===== src/rtl/mltg_pkg.sv =====
package mltg_pkg;
  localparam int WORD_W   = 64;
  localparam int ID_W     = 5;
  localparam int BNUM_W   = 27;
  localparam int WNUM_W   = 32;
  localparam int CHAN_W   = 8;
  localparam int NBYTES_W = 4;
  localparam int MAX_LANES = 8;
  localparam logic [NBYTES_W-1:0] FULL_WORD_BYTES = NBYTES_W'(WORD_W / 8);

  function automatic logic [WORD_W-1:0] pack_word(
    input logic [ID_W-1:0]   lane,
    input logic [BNUM_W-1:0] bnum,
    input logic [WNUM_W-1:0] wnum
  );
    return {lane, bnum, wnum};
  endfunction
endpackage


===== src/rtl/mltg_prng.sv =====
module mltg_prng #(
  parameter logic [15:0] SEED = 16'hACE1
) (
  input  logic clk,
  input  logic rst_n,
  input  logic step,
  output logic bit_out
);
  logic [15:0] state_q, state_d;
  logic        fb;

  always_comb begin
    fb      = state_q[15] ^ state_q[13] ^ state_q[12] ^ state_q[10];
    state_d = state_q;
    if (step) state_d = {state_q[14:0], fb};
  end

  always_ff @(posedge clk or negedge rst_n) begin
    if (!rst_n) state_q <= SEED;
    else        state_q <= state_d;
  end

  assign bit_out = state_q[15];
endmodule


===== src/rtl/mltg_seq.sv =====
module mltg_seq
  import mltg_pkg::*;
#(
  parameter int LEN_W = 8
) (
  input  logic              clk,
  input  logic              rst_n,
  input  logic              gen_en,
  input  logic              framed,
  input  logic [LEN_W-1:0]  burst_len,
  input  logic              ready,
  output logic              valid,
  output logic              first_beat,
  output logic              last_beat,
  output logic              xfer,
  output logic [BNUM_W-1:0] bnum,
  output logic [WNUM_W-1:0] wnum
);
  logic              valid_q, valid_d;
  logic [LEN_W-1:0]  beat_q, beat_d;
  logic [BNUM_W-1:0] bnum_q, bnum_d;
  logic [WNUM_W-1:0] wnum_q, wnum_d;
  logic [LEN_W-1:0]  final_beat;
  logic              at_first, at_last;

  always_comb begin
    final_beat = (burst_len == '0) ? '0 : burst_len - 1'b1;
    at_first   = (beat_q == '0);
    at_last    = (beat_q == final_beat);
    xfer       = valid_q & ready;
  end

  always_comb begin
    valid_d = (valid_q & ~ready) | gen_en;
    beat_d  = beat_q;
    bnum_d  = bnum_q;
    wnum_d  = wnum_q;
    if (xfer) begin
      wnum_d = wnum_q + 1'b1;
      if (framed) begin
        if (at_last) begin
          beat_d = '0;
          bnum_d = bnum_q + 1'b1;
        end else begin
          beat_d = beat_q + 1'b1;
        end
      end
    end
  end

  always_ff @(posedge clk or negedge rst_n) begin
    if (!rst_n) begin
      valid_q <= 1'b0;
      beat_q  <= '0;
      bnum_q  <= BNUM_W'(1);
      wnum_q  <= '0;
    end else begin
      valid_q <= valid_d;
      beat_q  <= beat_d;
      bnum_q  <= bnum_d;
      wnum_q  <= wnum_d;
    end
  end

  assign valid      = valid_q;
  assign first_beat = valid_q & framed & at_first;
  assign last_beat  = valid_q & framed & at_last;
  assign bnum       = bnum_q;
  assign wnum       = wnum_q;
endmodule


===== src/rtl/mltg_lane_pack.sv =====
module mltg_lane_pack
  import mltg_pkg::*;
#(
  parameter int LANES = 4
) (
  input  logic [BNUM_W-1:0]       bnum,
  input  logic [WNUM_W-1:0]       wnum,
  output logic [LANES*WORD_W-1:0] data
);
  for (genvar l = 0; l < LANES; l++) begin : g_lane
    assign data[l*WORD_W +: WORD_W] = pack_word(ID_W'(l), bnum, wnum);
  end
endmodule


===== src/rtl/mltg_traffic_gen.sv =====
module mltg_traffic_gen
  import mltg_pkg::*;
#(
  parameter int          LANES = 4,
  parameter int          LEN_W = 8,
  parameter logic [15:0] SEED  = 16'hACE1
) (
  input  logic                    clk,
  input  logic                    rst_n,
  input  logic                    gen_en,
  input  logic                    framed_mode,
  input  logic [LEN_W-1:0]        burst_len,
  input  logic                    out_ready,
  output logic                    out_valid,
  output logic [LANES*WORD_W-1:0] out_data,
  output logic                    out_sob,
  output logic                    out_eob,
  output logic                    out_cmd,
  output logic [CHAN_W-1:0]       out_chan,
  output logic [NBYTES_W-1:0]     out_nbytes
);
  localparam int SYNC_STAGES = 2;

  logic [SYNC_STAGES-1:0] rst_pipe_q;
  logic                   core_rst_n;
  logic                   valid_w, sob_w, eob_w, xfer_w, prng_bit;
  logic [BNUM_W-1:0]      bnum_w;
  logic [WNUM_W-1:0]      wnum_w;

  always_ff @(posedge clk or negedge rst_n) begin
    if (!rst_n) rst_pipe_q <= '0;
    else        rst_pipe_q <= {rst_pipe_q[SYNC_STAGES-2:0], 1'b1};
  end
  assign core_rst_n = rst_pipe_q[SYNC_STAGES-1];

  mltg_seq #(.LEN_W(LEN_W)) seq_i (
    .clk(clk), .rst_n(core_rst_n), .gen_en(gen_en), .framed(framed_mode),
    .burst_len(burst_len), .ready(out_ready), .valid(valid_w),
    .first_beat(sob_w), .last_beat(eob_w), .xfer(xfer_w),
    .bnum(bnum_w), .wnum(wnum_w)
  );

  mltg_prng #(.SEED(SEED)) prng_i (
    .clk(clk), .rst_n(core_rst_n), .step(xfer_w & sob_w), .bit_out(prng_bit)
  );

  mltg_lane_pack #(.LANES(LANES)) pack_i (
    .bnum(bnum_w), .wnum(wnum_w), .data(out_data)
  );

  always_comb begin
    out_valid  = valid_w;
    out_sob    = sob_w;
    out_eob    = eob_w;
    out_cmd    = sob_w & prng_bit;
    out_chan   = framed_mode ? bnum_w[CHAN_W-1:0] : '0;
    out_nbytes = eob_w ? FULL_WORD_BYTES : '0;
  end
endmodule


===== config.mk =====
export PLATFORM = sky130hd
export DESIGN_NAME = mltg_traffic_gen
export DESIGN_NICKNAME = d
export VERILOG_FILES = /design/src/rtl/mltg_pkg.sv /design/src/rtl/mltg_prng.sv /design/src/rtl/mltg_seq.sv /design/src/rtl/mltg_lane_pack.sv /design/src/rtl/mltg_traffic_gen.sv
export SDC_FILE = /design/constraint.sdc
export NUM_CORES = 1
export LEC_CHECK = 0
export BUFFER_PORTS_ARGS = -buffer_cell sky130_fd_sc_hd__clkbuf_2
export CAP_MARGIN = 20
export CORE_AREA = 2 2 110 112
export DETAILED_ROUTE_END_ITERATION = 12
export DIE_AREA = 0 0 112 114
export GPL_ROUTABILITY_DRIVEN = 0
export PLACE_DENSITY = 0.85
export RECOVER_POWER = 100
export SLEW_MARGIN = 20
export SYNTH_ARGS = -nofsm -noshare
export SYNTH_HDL_FRONTEND = slang
export SYNTH_SLANG_ARGS = --single-unit

===== constraint.sdc =====
create_clock -name clk -period 7.7 [get_ports clk]
set_input_delay 0.385 -clock clk [delete_from_list [all_inputs] [get_ports clk]]
set_output_delay 0.385 -clock clk [all_outputs]
set_load 0.05 [all_outputs]

==> results.toml, run 1 <==
[floorplanning]
coreArea_mm2 = 0.0117
ios = 285
rows = 40
start_util_pct = 48.5
die_area_mm2 = 0.0128
fp.dieW_um = 112
floorplan.die.height_um = 114

[timing]
finalSetupViolCount = 0
fin_crit_ns = 4.47
clock_skew_ns = 0.00827
max_slew_margin_pct = -192
fmax_mhz = 224
hold_ws_ns = 0.236
min_period_over_period_pct = 58.0
hold_viol = 0
setup_tns_ns = 0
tightest_slew_ns = 4.39
rsz0062_at_grt = "false"
slew_viol_final = 85

[setup_path]
startpoint = "rst_pipe_q[1]$_DFF_PN0_"
crit_required_ns = 7.10
worstPathMaxFanout = 84
critPathMaxStageDelay_ns = 3.05
end_kind = "async pin"
cp-endpoint = "prng_i.state_q[14]$_DFFE_PN0P_"
r2r_slack_ns = 3.23
r2r-end = "prng_i.state_q[14]$_DFFE_PN0P_"
arrival_ns = 3.87
critPathKind = "flop to async pin"
slowest_stage = "clkbuf_1"
path_cells = "clkbuf_1"
r2r-start = "rst_pipe_q[1]$_DFF_PN0_"
crit_cells = 1
worst-path-buf-inv = 1
r2r_cells = 1
cp_top_family = "buffers and inverters"
cp-start-kind = "flop"

[detailed_routing]
num_vias = 3944
totalWireLength_um = 11500
wire_per_inst_um = 14.0
ant_nets = 0
initialDrtViolationCount = 175
vias_per_cell = 4.81
drt-pass1-iter-count = 4
drc_errors = 0

[clock_network]
cts_htree_levels = 3
insertion_delay_ns = 0.33
cts.repair.resized = 0
numCtsBuffers = 9
clock_path_buffers = 2
clock-root-buffer = "clkbuf_16"
cts_sinks = 86
path_clk_slew_ns = 0.06
cts_tree = "done"

[logic_synthesis]
yosysWarnings = 0
synth_flop_cell = "dfrtp_1"
ys_seq_area_share_pct = 38.1
ys_types = 46
synthTopCellsByArea = "dfrtp_1 (34%), buf_4 (27%), xnor2_1 (9.0%)"
synthArstFlopShare_pct = 100
synth_cells = 579
synth_top_area_share_pct = 34.0
synth_edf_count = 0
synth_seq_cells = 86
yosys.area.top_type = "dfrtp_1"
syn_area_mm2 = 0.00568
postSynthAreaPerCell_um2 = 9.80

[final_layout]
drive_above_1_share_pct = 8.77
n_antenna_cell = 0
mostFrequentLayoutCells = "clkbuf_1 (254), dfrtp_1 (76), xnor2_1 (58)"
syn2layout_area_growth_pct = -0.0661
nets = 686
layout_commonest_cell = "clkbuf_1"

[global_route]
antenna_found_initial = 0
grt_pass1_wl_um = 17200
grt.met1_usage_pct = 21.6
track_usage_pct = 16.7
gr-total-overflow = 0
grt.met3_usage_pct = 3.24
grt_max_degree = 85
busiest_layer = "met2"
grt_util_met2_pct = 27.1
grt_pass1_vias = 3448

[place]
place.detailed.hpwl_um = 8360
numPortBuffers = 261

[worst_hold_path]
holdCritStartpoint = "gen_en"
hp-class = "input port to flop"

[outcome]
violations = "max-capacitance violations, max-slew violations"
status = "finished with violations"

[flow_run]
maxCapViolCount = 1

[power]
peakVddDrop_uv = 173
power_mw = 1.37
power.density_mw_per_mm2 = 242
p_leak_nw = 2.40
[cell type report]
class                           instances  area [um^2]
Fill cell                            1250         6040
Inverter                               11         41.3
Clock inverter                          6         70.1
Sequential cell                        86         2170
Multi-Input combinational cell        296         1970
Clock buffer                           10          229
Tap cell                              147          184
Timing Repair Buffer                  264         1010
[cells by family (layout without fill, tap and decap cells)]
kind of cell / count (synthesis) / in the layout / share of synthesized area, %
buffers and inverters: 219 / 291 / 28.0
and+or+nand+nor: 157 / 157 / 15.6
DFF: 86 / 86 / 38.1
xor gates and xnor gates: 69 / 69 / 10.6
AOI/OAI and AO/OA: 22 / 22 / 2.62
muxes: 19 / 19 / 3.75
adders and majority gates: 5 / 5 / 1.10
other: 2 / 24 / 0.132
[cell usage after synthesis, types with 10 or more instances]
library cell,n
xnor2_1,58
dfrtp_1,77
nand3_1,24
inv_1,11
nor2_1,23
nand4_1,23
mux2_2,18
and3_1,12
and2_1,10
nand2_1,30
buf_4,201
xor2_1,11
[flip-flops by register name, indices dropped and copies added (netlist names)]
signal          flops
seq_i.wnum         32
seq_i.bnum         27
seq_i.valid         1
prng_i.state_q     16
seq_i.beat_q        8
rst_pipe_q          2
[stage by stage]
step                      area, um^2  utilization (%)  instances  worst slack, ns
after floorplan                 5760                -        601             4.16
after global placement          5720             48.8        803             4.40
after detailed placement        5720             48.8        803             4.33
after CTS                       6030             51.5        820             4.31
after global routing            5670             48.4        820             2.16
final                           5670             48.4        820             3.23
[how the worst min path moves through the flow]
stage                                   end  slack, ns  depth (start not counted)
floorplan           rst_pipe_q[0]$_DFF_PN0_       0.09                          0
global placement    rst_pipe_q[0]$_DFF_PN0_       0.17                          1
detailed placement  rst_pipe_q[0]$_DFF_PN0_       0.17                          1
CTS                   seq_i.valid$_DFF_PN0_       0.23                          2
global route          seq_i.valid$_DFF_PN0_       0.24                          2
finish                seq_i.valid$_DFF_PN0_       0.24                          2
[metal layers]
layer,wire length [um],share of wire [%],up-vias
met5,0,0,-
met4,287,2.5,0
met3,584,5.1,22
met2,5610,49,152
met1,5020,44,1893
li1,-,-,1877
[report_power, final]
group | total [mW] | internal (mW) | switching [mW]
Clock | 0.436 | 0.254 | 0.181
Combinational | 0.392 | 0.0736 | 0.319
Sequential | 0.543 | 0.480 | 0.0631
Total | 1.37 | 0.808 | 0.563
[what timing repair did]
item                                   in CTS  in global routing
buffers inserted                            0                  0
hold buffers                                1                  0
endpoints found under the hold margin       2                  0
No activity file was read; power rests on OpenSTA's default activity.
==> inputs of run 2 (changes only) <==
Settings changed: CORE_AREA 2 2 110 112 to unset, CORE_UTILIZATION set to 42, DIE_AREA 0 0 112 114 to unset, PLACE_DENSITY 0.85 to 0.77.
Clock period 7.7 ns to 3.7 ns, I/O delays scaled along.
==> run 2 against run 1 <==
The flow now finishes without violations. Register-to-register slack worse by 1.9 ns. Clock power is 120% higher. Sequential cell count stayed put. First-iteration DRC count is 23% higher. Setup slack worse by 2.8 ns. Worst hold slack worse by 0.20 ns.
==> results.toml, run 2 (synthesis gave the netlist of run 1 again) <==
[clock_network]
cts_tree = "done"
path_clk_slew_ns = 0.06
clock-root-buffer = "clkbuf_16"
post_cts_buffers = 0
cts_htree_levels = 3
numCtsBuffers = 9
insertion_delay_ns = 0.34
cts_sinks = 86
clock_path_buffers = 2

[global_route]
grt_pass1_wl_um = 16400
antenna_found_initial = 0
gr-total-overflow = 0
track_usage_pct = 14.8
grt_pass1_vias = 3226
grt_max_degree = 85

[detailed_routing]
ant_nets = 0
totalWireLength_um = 10800
wire_per_inst_um = 12.7
initialDrtViolationCount = 215
drt-pass1-iter-count = 5
num_vias = 3901
vias_per_cell = 4.59
drc_errors = 0

[timing]
tightest_slew_ns = 1.25
hold_viol = 0
setup_tns_ns = 0
min_period_over_period_pct = 88.0
max_slew_margin_pct = 16.9
slew_viol_final = 0
hold_ws_ns = 0.0347
clock_skew_ns = 0.00962
fin_crit_ns = 3.26
fmax_mhz = 307
rsz0062_at_grt = "false"
finalSetupViolCount = 0

[setup_path]
path_cells = "clkbuf_1 -> inv_1 -> ha_1 -> nor3b_1 -> or3_1 -> a311oi_1 -> o32ai_1 -> nor4b_4 -> nor2b_1 -> clkbuf_1"
r2r-start = "seq_i.beat_q[2]$_DFFE_PN0P_"
critPathKind = "input port to output port"
cpMostUsedCell = "clkbuf_1"
startpoint = "burst_len[0]"
crit_required_ns = 3.51
critPathMaxStageDelay_ns = 0.56
cp-start-kind = "input port"
slowest_stage = "nor4b_4"
arrival_ns = 3.07
end_kind = "output port"
worstPathMaxFanout = 8
r2r_slack_ns = 1.29

[floorplanning]
coreArea_mm2 = 0.0132
start_util_pct = 43.0
die_area_mm2 = 0.0140
floorplan.die.height_um = 118
ios = 285
fp.dieW_um = 118
rows = 42

[final_layout]
drive_above_1_share_pct = 9.36
largest_register_ffs = 32
syn2layout_area_growth_pct = 1.59
final_util_pct = 43.7
n_antenna_cell = 0
fillers = 1444
layout_commonest_cell = "clkbuf_1"
nets = 686
mostFrequentLayoutCells = "clkbuf_1 (252), dfrtp_1 (77), xnor2_1 (58)"

[worst_hold_path]
hp-class = "input port to flop"
holdCritStartpoint = "gen_en"

[flow_run]
maxCapViolCount = 0

[power]
power.density_mw_per_mm2 = 506
p_leak_nw = 2.43
power_mw = 2.92
peakVddDrop_uv = 301

[outcome]
status = "complete, no violations"

[place]
place.detailed.hpwl_um = 7800
numPortBuffers = 261
-- run 2: worst max-delay path: cells and delay by family --
family	cells	cell delay (ns)
simple gates	4	1.30
buf+inv	3	0.77
fa+ha+maj	1	0.27
compound gates	2	0.55
-- run 2: report_power, final --
part,switching (mW),internal (mW),total [mW],leakage (nW)
Combinational,0.662,0.158,0.820,1.15
Clock,0.378,0.598,0.976,0.154
Sequential,0.125,0.999,1.12,1.13
-- run 2: path summary, 6_finish.rpt --
kind,endpoint,cells past startpoint
setup / recovery,out_nbytes[3],10
hold / removal,seq_i.valid$_DFF_PN0_,2
setup reg to reg,seq_i.beat_q[0]$_DFFE_PN0P_,6
hold reg to reg,rst_pipe_q[1]$_DFF_PN0_,0
max in group asynchronous,seq_i.bnum[25]$_DFFE_PN0P_,1
min in group asynchronous,rst_pipe_q[1]$_DFF_PN0_,2
-- run 2: cell type report --
class,count,area [um^2],area share (%)
Clock inverter,6,93.8,1.63
Clock buffer,10,229,3.97
Multi-Input combinational cell,296,2000,34.7
Sequential cell,86,2160,37.5
Inverter,11,41.3,0.716
Timing Repair Buffer,264,1010,17.6
Tap cell,176,220,3.82
-- run 2: metrics by stage --
stage	instances	setup WS (ns)	area, um^2
2_1_floorplan	601	0.561	5760
3_3_place_gp	831	0.801	5750
3_5_place_dp	831	0.735	5750
4_1_cts	848	0.719	6080
5_1_grt	849	0.285	5770
6_report	849	0.444	5770
-- run 2: timing repair --
item	4_1_cts	5_1_grt
gates resized for setup	0	0
hold buffers	1	0
endpoints found under the hold margin	2	0
-- run 2: routing by layer --
layer / vias up / routed length, um / share of wire, % / global-route usage [%]
li1: 1876 / - / - / -
met4: 0 / 229 / 2.1 / 7.37
met3: 15 / 576 / 5.3 / 2.32
met5: - / 0 / 0 / 0
met1: 1860 / 4920 / 46 / 19.8
met2: 150 / 5060 / 47 / 23.2
